[config.mk]
export PLATFORM = sky130hd
export DESIGN_NAME = tag_assoc_engine
export DESIGN_NICKNAME = d
export VERILOG_FILES = /design/src/rtl/tae_pkg.sv /design/src/rtl/tae_addr_gen.sv /design/src/rtl/tae_rsp_fmt.sv /design/src/rtl/tag_assoc_engine.sv
export SDC_FILE = /design/constraint.sdc
export NUM_CORES = 1
export LEC_CHECK = 0
export BUFFER_PORTS_ARGS = -buffer_cell sky130_fd_sc_hd__clkbuf_2
export CORE_ASPECT_RATIO = 1.5
export CORE_MARGIN = 5
export CORE_UTILIZATION = 34
export CTS_CLUSTER_DIAMETER = 100
export DETAILED_ROUTE_END_ITERATION = 10
export SLEW_MARGIN = 20
export SYNTH_ARGS = -nofsm -noshare
export SYNTH_HDL_FRONTEND = slang
export SYNTH_HIERARCHICAL = 1
export SYNTH_SLANG_ARGS = --single-unit
[constraint.sdc]
create_clock -name clk -period 9.01 [get_ports clk]
set_input_delay 1.3515 -clock clk [delete_from_list [all_inputs] [get_ports clk]]
set_output_delay 1.3515 -clock clk [all_outputs]
set_load 0.05 [all_outputs]
[src/rtl/tae_pkg.sv]
package tae_pkg;
    typedef enum logic [1:0] {
        CMD_NONE = 2'b00,
        CMD_WITH = 2'b01,
        CMD_ONLY = 2'b10,
        CMD_BAD  = 2'b11
    } cmd_e;

    typedef enum logic [1:0] {
        PG_UNTAGGED = 2'b00,
        PG_UNIFORM  = 2'b01,
        PG_PARTIAL  = 2'b10,
        PG_RSVD     = 2'b11
    } page_e;

    typedef enum logic [2:0] {
        ST_IDLE,
        ST_L1,
        ST_L2,
        ST_DATA,
        ST_SEND
    } state_e;
endpackage

[src/rtl/tae_addr_gen.sv]
module tae_addr_gen #(
    parameter int ADDR_W    = 16,
    parameter int PAGE_BITS = 4,
    parameter int TAG_BEATS = 2,
    parameter int BEAT_W    = 2
) (
    input  logic [ADDR_W-1:0] tbl_base,
    input  logic [ADDR_W-1:0] data_addr,
    input  logic [ADDR_W-1:0] l2_base,
    input  logic [BEAT_W-1:0] beat,
    output logic [ADDR_W-1:0] l1_addr,
    output logic [ADDR_W-1:0] l2_addr
);
    logic [ADDR_W-1:0] page_idx;
    logic [ADDR_W-1:0] word_off;

    always_comb begin
        page_idx = data_addr >> PAGE_BITS;
        word_off = ADDR_W'(data_addr[PAGE_BITS-1:0]);
        l1_addr  = tbl_base + page_idx;
        l2_addr  = l2_base + word_off * ADDR_W'(TAG_BEATS) + ADDR_W'(beat);
    end
endmodule

[src/rtl/tae_rsp_fmt.sv]
module tae_rsp_fmt
    import tae_pkg::*;
#(
    parameter int DATA_W    = 32,
    parameter int TAG_BEATS = 2,
    parameter int BEAT_W    = 2,
    parameter int IDX_W     = 1
) (
    input  logic                             active,
    input  logic                             wr,
    input  cmd_e                             cmd,
    input  logic                             err,
    input  logic                             irq,
    input  logic [BEAT_W-1:0]                beat,
    input  logic [TAG_BEATS-1:0][DATA_W-1:0] tag,
    input  logic [DATA_W-1:0]                data,
    output logic                             valid,
    output logic                             is_tag,
    output logic                             last,
    output logic                             err_o,
    output logic                             irq_o,
    output logic [DATA_W-1:0]                data_o
);
    always_comb begin
        valid  = 1'b0;
        is_tag = 1'b0;
        last   = 1'b0;
        err_o  = 1'b0;
        irq_o  = 1'b0;
        data_o = '0;
        if (active) begin
            valid = 1'b1;
            if (err || wr) begin
                last  = 1'b1;
                err_o = err;
                irq_o = irq;
            end else if (cmd == CMD_NONE) begin
                last   = 1'b1;
                data_o = data;
            end else if (beat < BEAT_W'(TAG_BEATS)) begin
                is_tag = 1'b1;
                data_o = tag[beat[IDX_W-1:0]];
                last   = (cmd == CMD_ONLY) && (beat == BEAT_W'(TAG_BEATS - 1));
            end else begin
                last   = 1'b1;
                data_o = data;
            end
        end
    end
endmodule

[src/rtl/tag_assoc_engine.sv]
module tag_assoc_engine
    import tae_pkg::*;
#(
    parameter int ADDR_W    = 16,
    parameter int DATA_W    = 32,
    parameter int PAGE_BITS = 4,
    parameter int TAG_BEATS = 2
) (
    input  logic                        clk,
    input  logic                        rst_n,
    input  logic [ADDR_W-1:0]           cfg_tbl_base,
    input  logic                        req_valid,
    output logic                        req_ready,
    input  logic                        req_write,
    input  logic [1:0]                  req_cmd,
    input  logic [ADDR_W-1:0]           req_addr,
    input  logic [DATA_W-1:0]           req_wdata,
    input  logic [DATA_W*TAG_BEATS-1:0] req_wtag,
    output logic                        mem_req_valid,
    output logic                        mem_req_write,
    output logic [ADDR_W-1:0]           mem_req_addr,
    output logic [DATA_W-1:0]           mem_req_wdata,
    input  logic                        mem_ack,
    input  logic [DATA_W-1:0]           mem_rdata,
    output logic                        rsp_valid,
    output logic                        rsp_is_tag,
    output logic                        rsp_last,
    output logic                        rsp_err,
    output logic [DATA_W-1:0]           rsp_data,
    output logic                        tag_irq
);
    localparam int BEAT_W = $clog2(TAG_BEATS + 1);
    localparam int IDX_W  = (TAG_BEATS > 1) ? $clog2(TAG_BEATS) : 1;

    typedef struct packed {
        state_e                             st;
        logic                               issued;
        logic                               wr;
        cmd_e                               cmd;
        logic [ADDR_W-1:0]                  addr;
        logic [DATA_W-1:0]                  data;
        logic [TAG_BEATS-1:0][DATA_W-1:0]   tag;
        logic [ADDR_W-1:0]                  l2base;
        logic [BEAT_W-1:0]                  beat;
        logic                               err;
        logic                               irq;
    } regs_t;

    regs_t q, d;
    logic [ADDR_W-1:0] l1_addr, l2_addr;
    page_e             kind;

    tae_addr_gen #(
        .ADDR_W(ADDR_W), .PAGE_BITS(PAGE_BITS),
        .TAG_BEATS(TAG_BEATS), .BEAT_W(BEAT_W)
    ) u_addr (
        .tbl_base (cfg_tbl_base),
        .data_addr(q.addr),
        .l2_base  (q.l2base),
        .beat     (q.beat),
        .l1_addr  (l1_addr),
        .l2_addr  (l2_addr)
    );

    tae_rsp_fmt #(
        .DATA_W(DATA_W), .TAG_BEATS(TAG_BEATS),
        .BEAT_W(BEAT_W), .IDX_W(IDX_W)
    ) u_fmt (
        .active(q.st == ST_SEND),
        .wr    (q.wr),
        .cmd   (q.cmd),
        .err   (q.err),
        .irq   (q.irq),
        .beat  (q.beat),
        .tag   (q.tag),
        .data  (q.data),
        .valid (rsp_valid),
        .is_tag(rsp_is_tag),
        .last  (rsp_last),
        .err_o (rsp_err),
        .irq_o (tag_irq),
        .data_o(rsp_data)
    );

    assign req_ready = (q.st == ST_IDLE);
    assign kind      = page_e'(mem_rdata[1:0]);

    always_comb begin
        d             = q;
        mem_req_valid = 1'b0;
        mem_req_write = 1'b0;
        mem_req_addr  = '0;
        mem_req_wdata = '0;
        case (q.st)
            ST_IDLE: begin
                if (req_valid) begin
                    d.wr     = req_write;
                    d.cmd    = cmd_e'(req_cmd);
                    d.addr   = req_addr;
                    d.data   = req_wdata;
                    d.tag    = req_wtag;
                    d.err    = 1'b0;
                    d.irq    = 1'b0;
                    d.beat   = '0;
                    d.issued = 1'b0;
                    if (cmd_e'(req_cmd) == CMD_BAD) begin
                        d.err = 1'b1;
                        d.st  = ST_SEND;
                    end else if (cmd_e'(req_cmd) == CMD_NONE) begin
                        d.st = ST_DATA;
                    end else begin
                        d.st = ST_L1;
                    end
                end
            end
            ST_L1: begin
                mem_req_valid = !q.issued;
                mem_req_addr  = l1_addr;
                d.issued      = 1'b1;
                if (mem_ack) begin
                    d.issued = 1'b0;
                    d.l2base = mem_rdata[ADDR_W+1:2];
                    d.beat   = '0;
                    if (kind == PG_PARTIAL) begin
                        d.st = ST_L2;
                    end else if (q.wr) begin
                        d.err = 1'b1;
                        d.irq = 1'b1;
                        d.st  = ST_SEND;
                    end else begin
                        d.tag = '0;
                        if (kind == PG_UNIFORM) d.tag[0] = mem_rdata >> 2;
                        d.st  = (q.cmd == CMD_WITH) ? ST_DATA : ST_SEND;
                    end
                end
            end
            ST_L2: begin
                mem_req_valid = !q.issued;
                mem_req_write = q.wr;
                mem_req_addr  = l2_addr;
                mem_req_wdata = q.tag[q.beat[IDX_W-1:0]];
                d.issued      = 1'b1;
                if (mem_ack) begin
                    d.issued = 1'b0;
                    if (!q.wr) d.tag[q.beat[IDX_W-1:0]] = mem_rdata;
                    if (q.beat == BEAT_W'(TAG_BEATS - 1)) begin
                        d.beat = '0;
                        d.st   = (q.cmd == CMD_WITH) ? ST_DATA : ST_SEND;
                    end else begin
                        d.beat = q.beat + 1'b1;
                    end
                end
            end
            ST_DATA: begin
                mem_req_valid = !q.issued;
                mem_req_write = q.wr;
                mem_req_addr  = q.addr;
                mem_req_wdata = q.data;
                d.issued      = 1'b1;
                if (mem_ack) begin
                    d.issued = 1'b0;
                    if (!q.wr) d.data = mem_rdata;
                    d.beat = '0;
                    d.st   = ST_SEND;
                end
            end
            ST_SEND: begin
                if (rsp_last) begin
                    d.st   = ST_IDLE;
                    d.beat = '0;
                end else begin
                    d.beat = q.beat + 1'b1;
                end
            end
            default: d.st = ST_IDLE;
        endcase
    end

    always_ff @(posedge clk) begin
        if (!rst_n) begin
            q        <= '0;
            q.st     <= ST_IDLE;
            q.cmd    <= CMD_NONE;
        end else begin
            q <= d;
        end
    end

    // a tag beat that is not last is followed by another beat at once
    p_tag_chain_r2: assert property (@(posedge clk) disable iff (!rst_n)
        (rsp_valid && rsp_is_tag && !rsp_last) |=> rsp_valid);

    // the refinement interrupt only comes with the final error beat
    p_irq_err_r8: assert property (@(posedge clk) disable iff (!rst_n)
        tag_irq |-> (rsp_valid && rsp_err && rsp_last));

    // an invalid command goes straight to an error beat, no memory access
    p_bad_cmd_r9: assert property (@(posedge clk) disable iff (!rst_n)
        (req_valid && req_ready && req_cmd == 2'b11)
        |=> (rsp_valid && rsp_err && !tag_irq && !mem_req_valid));

    // the engine is busy after acceptance
    p_busy_r10: assert property (@(posedge clk) disable iff (!rst_n)
        (req_valid && req_ready) |=> !req_ready);

    // a memory request is a single-cycle pulse
    p_single_issue_r10: assert property (@(posedge clk) disable iff (!rst_n)
        mem_req_valid |=> !mem_req_valid);

    // while idle nothing goes to memory or to the client
    p_idle_quiet_r11: assert property (@(posedge clk) disable iff (!rst_n)
        req_ready |-> (!mem_req_valid && !rsp_valid));
endmodule

==> metrics.txt, run 1 <==
status=finished clean; Seq/Total Area, Yosys=0.277; Syn Inst Count=1204; overall routing resource usage=0.227; Reg with most FFs=q; Via-to-Cell Ratio=5.83; Hold Fails Final Rpt=0; area leader, netlist=dfxtp_1; Post-CTS Setup Bufs=0; dpl ws=3.81 ns; Residual DRC=0; Slew @ Worst Pin=1.15 ns; hold crit path type=reg2reg; CTS tree=yes; Leak=5.09 nW; post-CTS sizing=0; end point of the critical path=rsp_data[4]; TNS Setup=0 ns; Flop pwr share=0.372; Slew Viols, Final=0; gpl congestion=0.891; top cells by area, synth=dfxtp_1 28%, mux2i_1 7.9%, a22o_1 5.8%, a21oi_1 5.2%, nand2_1 4.5%; Max FO, Critical Path=66; Worst slew margin=0.235; final WL=39100 um; TritonRoute pass-1 iters=8; worst setup margin=3.61 ns; Clk pwr share=0.359; reg2reg setup slack=5.77 ns; Yosys reg bits=139; initial core utilization=0.343; crit path launch=q[138]; WP data required=7.66 ns; RSZ-0062 raised after global routing=no; biggest regs=q: 139 flops; Core Area=29300 um^2; share of cells above drive strength 1=0.275; number of port buffers=254; worst r2r path cells=6; CTS Sinks=139; Post-synth EDFFs=0; Yosys top cell area share=0.277; Syn Std Cell Area=10000 um^2; most common cell after layout, fill and taps aside=clkbuf_2; # nets final=1566; max reg flops=139; MaxCap Viol Count=0; Synth cell types=73; DP HPWL=27000 um; Synth Area per Inst=8.33 um^2; Internal=1.26 mW; worst vdd ir=0.111 mV; Main synth FF type=dfxtp_1; CTS clk-pin slew, worst paths=0.06 ns; clock root cell=clkbuf_16; Post-synth ARST share=0; Starting DRT DRC Count=727; NetSw=0.669 mW; Routed wire per std cell=22.0 um; final core utilization=0.410; final cycle utilization of the critical path=0.599; GRT Residual Overflow=0; Die H=220 um; area taken by multi-input logic gates=6560 um^2; clk buf depth=2; Min Hold Slack=0.465 ns; cts hold-fix bufs=0; CTS H-Tree Depth=4; Die ar.=33100 um^2; type of the worst setup path=reg2out; I/O pin cnt=255; Reg area=2790 um^2; Final Cell Area=12000 um^2; CP Data Arrival Time=4.04 ns; switching part of the total power=0.346; Startpoint Class=flip-flop; # rows=77; most frequent cells in the layout=254 x clkbuf_2, 136 x dfxtp_1, 120 x nand2_1; Final setup viols=0; Fmax achieved=0.185 GHz; Area Overhead vs Synth=19.5%; diode count=0; reg-to-reg endpoint=q[48]; Comb power frac=0.269; Fillers=3075; first-pass GRT wire length=58700 um; Synthesized Nets=1397; reg2reg start=q[138]; Routed Antenna Nets=0; via count=10400; clock period minus final worst setup slack=5.40 ns; number of global-route vias before repair=10300; Power Dens Cells=161 nW/um^2; pin count of the biggest net entering global routing=67; synth warn=6; antenna violations before repair=1; Worst Skew=0.0121 ns; clock latency at the later pin of the worst-skew pair=0.43 ns; crit end category=output port; Placed Area=11400 um^2; Die W=150 um; CTS Buf Count=17
## worst min path at each step
stage	startpoint	end	slack, ns	cells past startpoint
finish	q[6]	q[6]	0.47	2
global route	q[6]	q[6]	0.48	2
CTS	q[6]	q[6]	0.47	2
detailed placement	q[6]	q[6]	0.46	2
global placement	q[4]	q[4]	0.45	2
floorplan	q[6]	q[6]	0.44	2
## synth_stat cells, drive strengths merged (4+ instances only)
cell type,count
a211o,30
a211oi,36
a21o,34
a21oi,106
a222oi,32
a22o,66
a311oi,32
a31oi,4
a32o,32
and2,5
and3,10
buf,61
clkbuf,60
dfxtp,139
ha,23
inv,49
mux2i,79
nand2,121
nand2b,5
nand3,49
nand4,6
nor2,114
nor2b,6
nor3,8
nor3b,5
o211ai,4
o21a,6
o21ai,12
or3,6
xnor2,11
xor2,9
## metrics by stage
| stage | total power, mW | std cells |
|---|---|---|
| floorplan | 1.09 | 1204 |
| global placement | 1.24 | 1749 |
| detailed placement | 1.25 | 1749 |
| CTS | 1.95 | 1780 |
| global route | 2.02 | 1780 |
| finish | 1.93 | 1780 |
## power by group through the flow
stage                     combinational (mW)  sequential, mW  clock, mW
after floorplan                        0.379           0.709          0
after global placement                 0.512           0.728          0
after detailed placement               0.517           0.731          0
after CTS                              0.519           0.718      0.711
after global routing                   0.562           0.724      0.737
final                                  0.520           0.719      0.695
## cell families after synthesis
kind of cell             count (synthesis)  share of synthesized area
flip-flops                             139                      0.277
AO/OA/AOI/OAI                          418                      0.352
AND/OR/NAND/NOR                        352                      0.161
XOR/XNOR                                20                     0.0175
multiplexers                            79                     0.0788
adder cells (fa/ha/maj)                 26                     0.0347
buffers and inverters                  170                     0.0784
## critical path: stages (launching register included)
cell and delay (ns):
dfxtp_2 0.31, buf_4 0.64, inv_1 0.37, nor3_1 0.63, nand2_2 0.77, a211oi_2 0.48
clkbuf_2 0.34
## area by class of cell
| type | count | share of cell area |
|---|---|---|
| multi-input combinational | 895 | 0.547 |
| sequential | 139 | 0.233 |
| timing repair buffer | 271 | 0.117 |
| tap | 395 | 0.0412 |
| clock buffer | 22 | 0.0404 |
| inverter | 49 | 0.0154 |
| clock inverter | 9 | 0.00720 |
## metal layers
| layer | share of wire | global-route usage | vias up |
|---|---|---|---|
| met5 | 0.00033 | 0 | - |
| met4 | 0.026 | 0.0879 | 2 |
| met3 | 0.058 | 0.0346 | 66 |
| met2 | 0.53 | 0.412 | 424 |
| met1 | 0.39 | 0.266 | 5015 |
| li1 | - | - | 4865 |
(Power assumes the default switching activity.)
==> run 2, diff against run 1 <==
Clock period 9.01 ns to 4.34 ns, I/O delays scaled along.
==> run 2 against run 1 <==
  * Worst setup slack lost 3.4 ns
  * Via count up 0.14%
  * Die area is the same
  * Combinational power increased by 110%
  * Clock power up 130%
  * Power is 120% higher
  * Worst hold slack got worse by 0.028 ns
  * Count of clock-buffer cells in the layout is 3 lower
  * Non-clock buffer count grew 11
  * Critical path type unchanged
  * Largest power group is now the clock network
==> metrics.txt, run 2 (synthesis results as in run 1) <==
Worst slew margin=0.312; number of port buffers=254; worst vdd ir=0.229 mV; Fmax achieved=0.243 GHz; WP data required=3.69 ns; Starting DRT DRC Count=723; clock root cell=clkbuf_16; TritonRoute pass-1 iters=7; Max FO, Critical Path=5; cts hold-fix bufs=0; Slowest cell on crit path=fa_1; Crit path largest cell delay=0.56 ns; Final Power=4.18 mW; MaxCap Viol Count=0; CTS H-Tree Depth=4; Core Area=29300 um^2; TNS Setup=0 ns; Die W=150 um; Power Dens Cells=343 nW/um^2; number of global-route vias before repair=10100; Residual DRC=0; Slew Viols, Final=0; clock latency at the later pin of the worst-skew pair=0.43 ns; final cell count without fillers=1793; Routed Antenna Nets=0; overall routing resource usage=0.229; most common cell after layout, fill and taps aside=clkbuf_2; pin count of the biggest net entering global routing=66; Slew @ Worst Pin=1.03 ns; share of cells above drive strength 1=0.282; Die ar.=33100 um^2; first-pass GRT wire length=58600 um; CP Buf/Inv Count=2; Post-CTS Setup Bufs=0; gpl congestion=0.913; worst setup margin=0.218 ns; Via-to-Cell Ratio=5.79; Reg with most FFs=q; CTS tree=yes; Worst Skew=0.0101 ns; Startpoint Class=flip-flop; ordered cell list for the critical path=fa_1, ha_1, inv_1, fa_1, and2b_1, o2111ai_2, a211oi_1, xor2_1, a21oi_1, nor2_1, buf_2; I/O pin cnt=255; final WL=39400 um; # rows=77; placed insts=1760; Area Overhead vs Synth=21.5%; type of the worst setup path=reg2out; initial core utilization=0.343; Final setup viols=0; CTS Buf Count=17; Routed wire per std cell=22.0 um; CTS Sinks=139; most frequent cells in the layout=253 x clkbuf_2, 136 x dfxtp_1, 120 x nand2_1; final cycle utilization of the critical path=0.950; Hold Fails Final Rpt=0; via count=10400; clk buf depth=2; antenna violations before repair=2; GRT Residual Overflow=0; CP top delay family=adder cells; max reg flops=139; dpl ws=0.495 ns; RSZ-0062 raised after global routing=no; CTS clk-pin slew, worst paths=0.06 ns; Leak=5.18 nW; CP Data Arrival Time=3.47 ns; clock period minus final worst setup slack=4.12 ns; biggest regs=q: 139 flops; DP HPWL=28000 um; CP most frequent cell=fa_1; crit end category=output port; Die H=220 um; status=finished clean; hold crit path type=in2reg; # nets final=1577
## run 2: changes by cell type in the layout (fill, tap and decap cells not counted), sizes merged
cell | before | now
buf | 17 | 29
bufinv | 1 | 4
clkbuf | 276 | 272
diode | 0 | 1
clkinv | 5 | 6
## run 2: path summary, 6_finish.rpt
| check | startpoint | to | slack, ns | depth (start not counted) |
|---|---|---|---|---|
| min | req_write | q[134] | 0.44 | 3 |
| min reg2reg | q[4] | q[4] | 0.47 | 2 |
| max | q[116] | mem_req_addr[13] | 0.22 | 11 |
| max reg2reg | q[136] | q[53] | 1.28 | 4 |
## run 2: tightest hold or removal path, stage by stage
cell	delay (ns)
clkbuf_2	0.08
nand2_1	0.04
a21oi_1	0.05
## run 2: power by group
part / internal [mW] / leakage (nW) / switching [mW]
logic: 0.403 / 3.73 / 0.686
clock network: 0.997 / 0.310 / 0.608
registers: 1.38 / 1.14 / 0.109
total: 2.78 / 5.18 / 1.40
## run 2: final cells by class
cell class	instances	area, um^2
clock inverters	13	189
multi-input cells	895	6560
fillers	3034	17100
flip-flops and latches	139	2790
inverters	49	185
repair buffers	282	1520
well taps	395	494
diodes	1	2.50
clock buffers	19	453
## run 2: per-stage QoR
| step | hold WS, ns | utilization | instance area [um^2] |
|---|---|---|---|
| 3_5_place_dp | 0.463 | 0.394 | 11500 |
| 6_report | 0.438 | 0.416 | 12200 |
| 3_3_place_gp | 0.458 | 0.394 | 11500 |
| 2_1_floorplan | 0.440 | - | 10000 |
| 4_1_cts | 0.413 | 0.416 | 12200 |
| 5_1_grt | 0.434 | 0.416 | 12200 |
## run 2: layer usage
layer | share of wire | wire [um] | GRT usage
met3 | 0.064 | 2530 | 0.0379
met4 | 0.038 | 1490 | 0.109
met2 | 0.52 | 20500 | 0.411
met1 | 0.38 | 14800 | 0.263
met5 | 0.00033 | 13 | 0
## run 2: timing repair
action | 4_1_cts | 5_1_grt
resized for setup | 0 | 1
endpoints found under the setup margin | 0 | 1
hold endpoints to repair | 0 | 0
==> run 3, diff against run 2 <==
--- a/constraint.sdc
+++ b/constraint.sdc
@@ -3,2 +3,2 @@
 set_output_delay 0.651 -clock clk [all_outputs]
-set_load 0.05 [all_outputs]
+set_load 0.01 [all_outputs]
==> run 3 against run 2 <==
  * Global-route usage about the same
  * Via count increased by 1.1%
  * Clock power decreased by 10%
  * Die area unchanged
  * Clock skew increased by 0.00068 ns
  * First-iteration DRC count increased by 25%
==> metrics.txt, run 3 (synthesis results as in run 1) <==
Hold Fails Final Rpt=0; biggest regs=q: 139 flops; WP data required=3.69 ns; share of cells above drive strength 1=0.278; I/O pin cnt=255; initial core utilization=0.343; CTS Sinks=139; max reg flops=139; via count=10500; worst setup margin=0.313 ns; CP Buf/Inv Count=2; CTS H-Tree Depth=4; DP HPWL=27300 um; placed insts=1757; Fillers=3013; Core Area=29300 um^2; ordered cell list for the critical path=fa_1, ha_1, inv_1, fa_1, and2b_1, o2111ai_2, a211oi_1, xor2_1, a21oi_1, nor2_1, clkbuf_2; clock latency at the later pin of the worst-skew pair=0.43 ns; most common cell after layout, fill and taps aside=clkbuf_2; # nets final=1574; Slowest cell on crit path=fa_1; hold crit path type=in2reg; status=finished clean; final cycle utilization of the critical path=0.928; Final setup viols=0; Die ar.=33100 um^2; CTS Buf Count=17; MaxCap Viol Count=0; Post-CTS Setup Bufs=0; Fmax achieved=0.248 GHz; type of the worst setup path=reg2out; GRT busiest layer=met2; first-pass GRT wire length=59200 um; Reg with most FFs=q; most frequent cells in the layout=254 x clkbuf_2, 136 x dfxtp_1, 120 x nand2_1; gpl congestion=0.924; crit end category=output port; GR Util met3=0.0373; clock period minus final worst setup slack=4.03 ns; final WL=38900 um; Slew @ Worst Pin=1.06 ns; # rows=77; Die W=150 um; TritonRoute pass-1 iters=9; dpl ws=0.608 ns; number of global-route vias before repair=10400; Max FO, Critical Path=5; Starting DRT DRC Count=902; clk buf depth=2; CP Data Arrival Time=3.38 ns; Residual DRC=0; number of port buffers=254; clock root cell=clkbuf_16; GRT Residual Overflow=0; cts hold-fix bufs=0; final cell count without fillers=1789; Leak=5.12 nW; Power Dens Cells=326 nW/um^2; CP most frequent cell=fa_1; Worst Skew=0.0108 ns; CTS clk-pin slew, worst paths=0.06 ns; Area Overhead vs Synth=20.4%; Startpoint Class=flip-flop; Worst slew margin=0.290; Slew Viols, Final=0; Die H=220 um; RSZ-0062 raised after global routing=no; post-CTS sizing=0; Via-to-Cell Ratio=5.87; reg2reg setup slack=1.29 ns; Crit path largest cell delay=0.55 ns; Routed Antenna Nets=0; Routed wire per std cell=21.7 um; GRT met1 Usage=0.258; CTS tree=yes; pin count of the biggest net entering global routing=66; antenna violations before repair=2; overall routing resource usage=0.229; diode count=0; routing usage on met2=0.417; worst vdd ir=0.245 mV; TNS Setup=0 ns; CP top delay family=adder cells
==> run 3: changes by cell type in the layout (fill, tap and decap cells not counted), sizes merged <==
cell and delta:
clkbuf +5, buf -4, bufinv -3, clkinv -2, clkinvlp +1, diode -1
==> run 3: metal layers <==
metal  part of all wire  routed length [um]
met3              0.065                2520
met2               0.52               20200
met5            0.00067                  26
met4              0.037                1460
met1               0.38               14700
==> run 3: power breakdown <==
part | internal, mW | total [mW] | switching (mW)
Sequential | 1.38 | 1.49 | 0.110
Combinational | 0.404 | 1.01 | 0.610
Clock | 0.835 | 1.44 | 0.600
==> run 3: metrics by stage <==
stage	cell area [um^2]	power, mW	hold WS [ns]	util
after floorplan	10000	2.19	0.440	-
after global placement	11500	2.51	0.458	0.393
after detailed placement	11500	2.52	0.460	0.393
after CTS	12100	3.96	0.418	0.413
after global routing	12100	4.13	0.433	0.413
final	12100	3.94	0.433	0.413
==> run 3: area by class of cell <==
type / count / area (um^2) / area share
timing repair buffer: 279 / 1500 / 0.124
multi-input combinational: 895 / 6560 / 0.543
clock buffer: 23 / 478 / 0.0395
tap: 395 / 494 / 0.0409
sequential: 139 / 2790 / 0.231
clock inverter: 9 / 86.3 / 0.00714
inverter: 49 / 185 / 0.0153
==> run 3: final timing paths <==
kind	from	endpoint	cells after the start
worst max-delay path	q[116]	mem_req_addr[13]	11
worst min-delay path	req_addr[6]	q[122]	3
worst max register to register	q[136]	q[53]	4
worst min register to register	q[6]	q[6]	2
==> run 3: tightest hold or removal path, cell delays in order <==
cell and delay [ns]:
clkbuf_2 0.08, nand2_1 0.04, a21oi_1 0.05
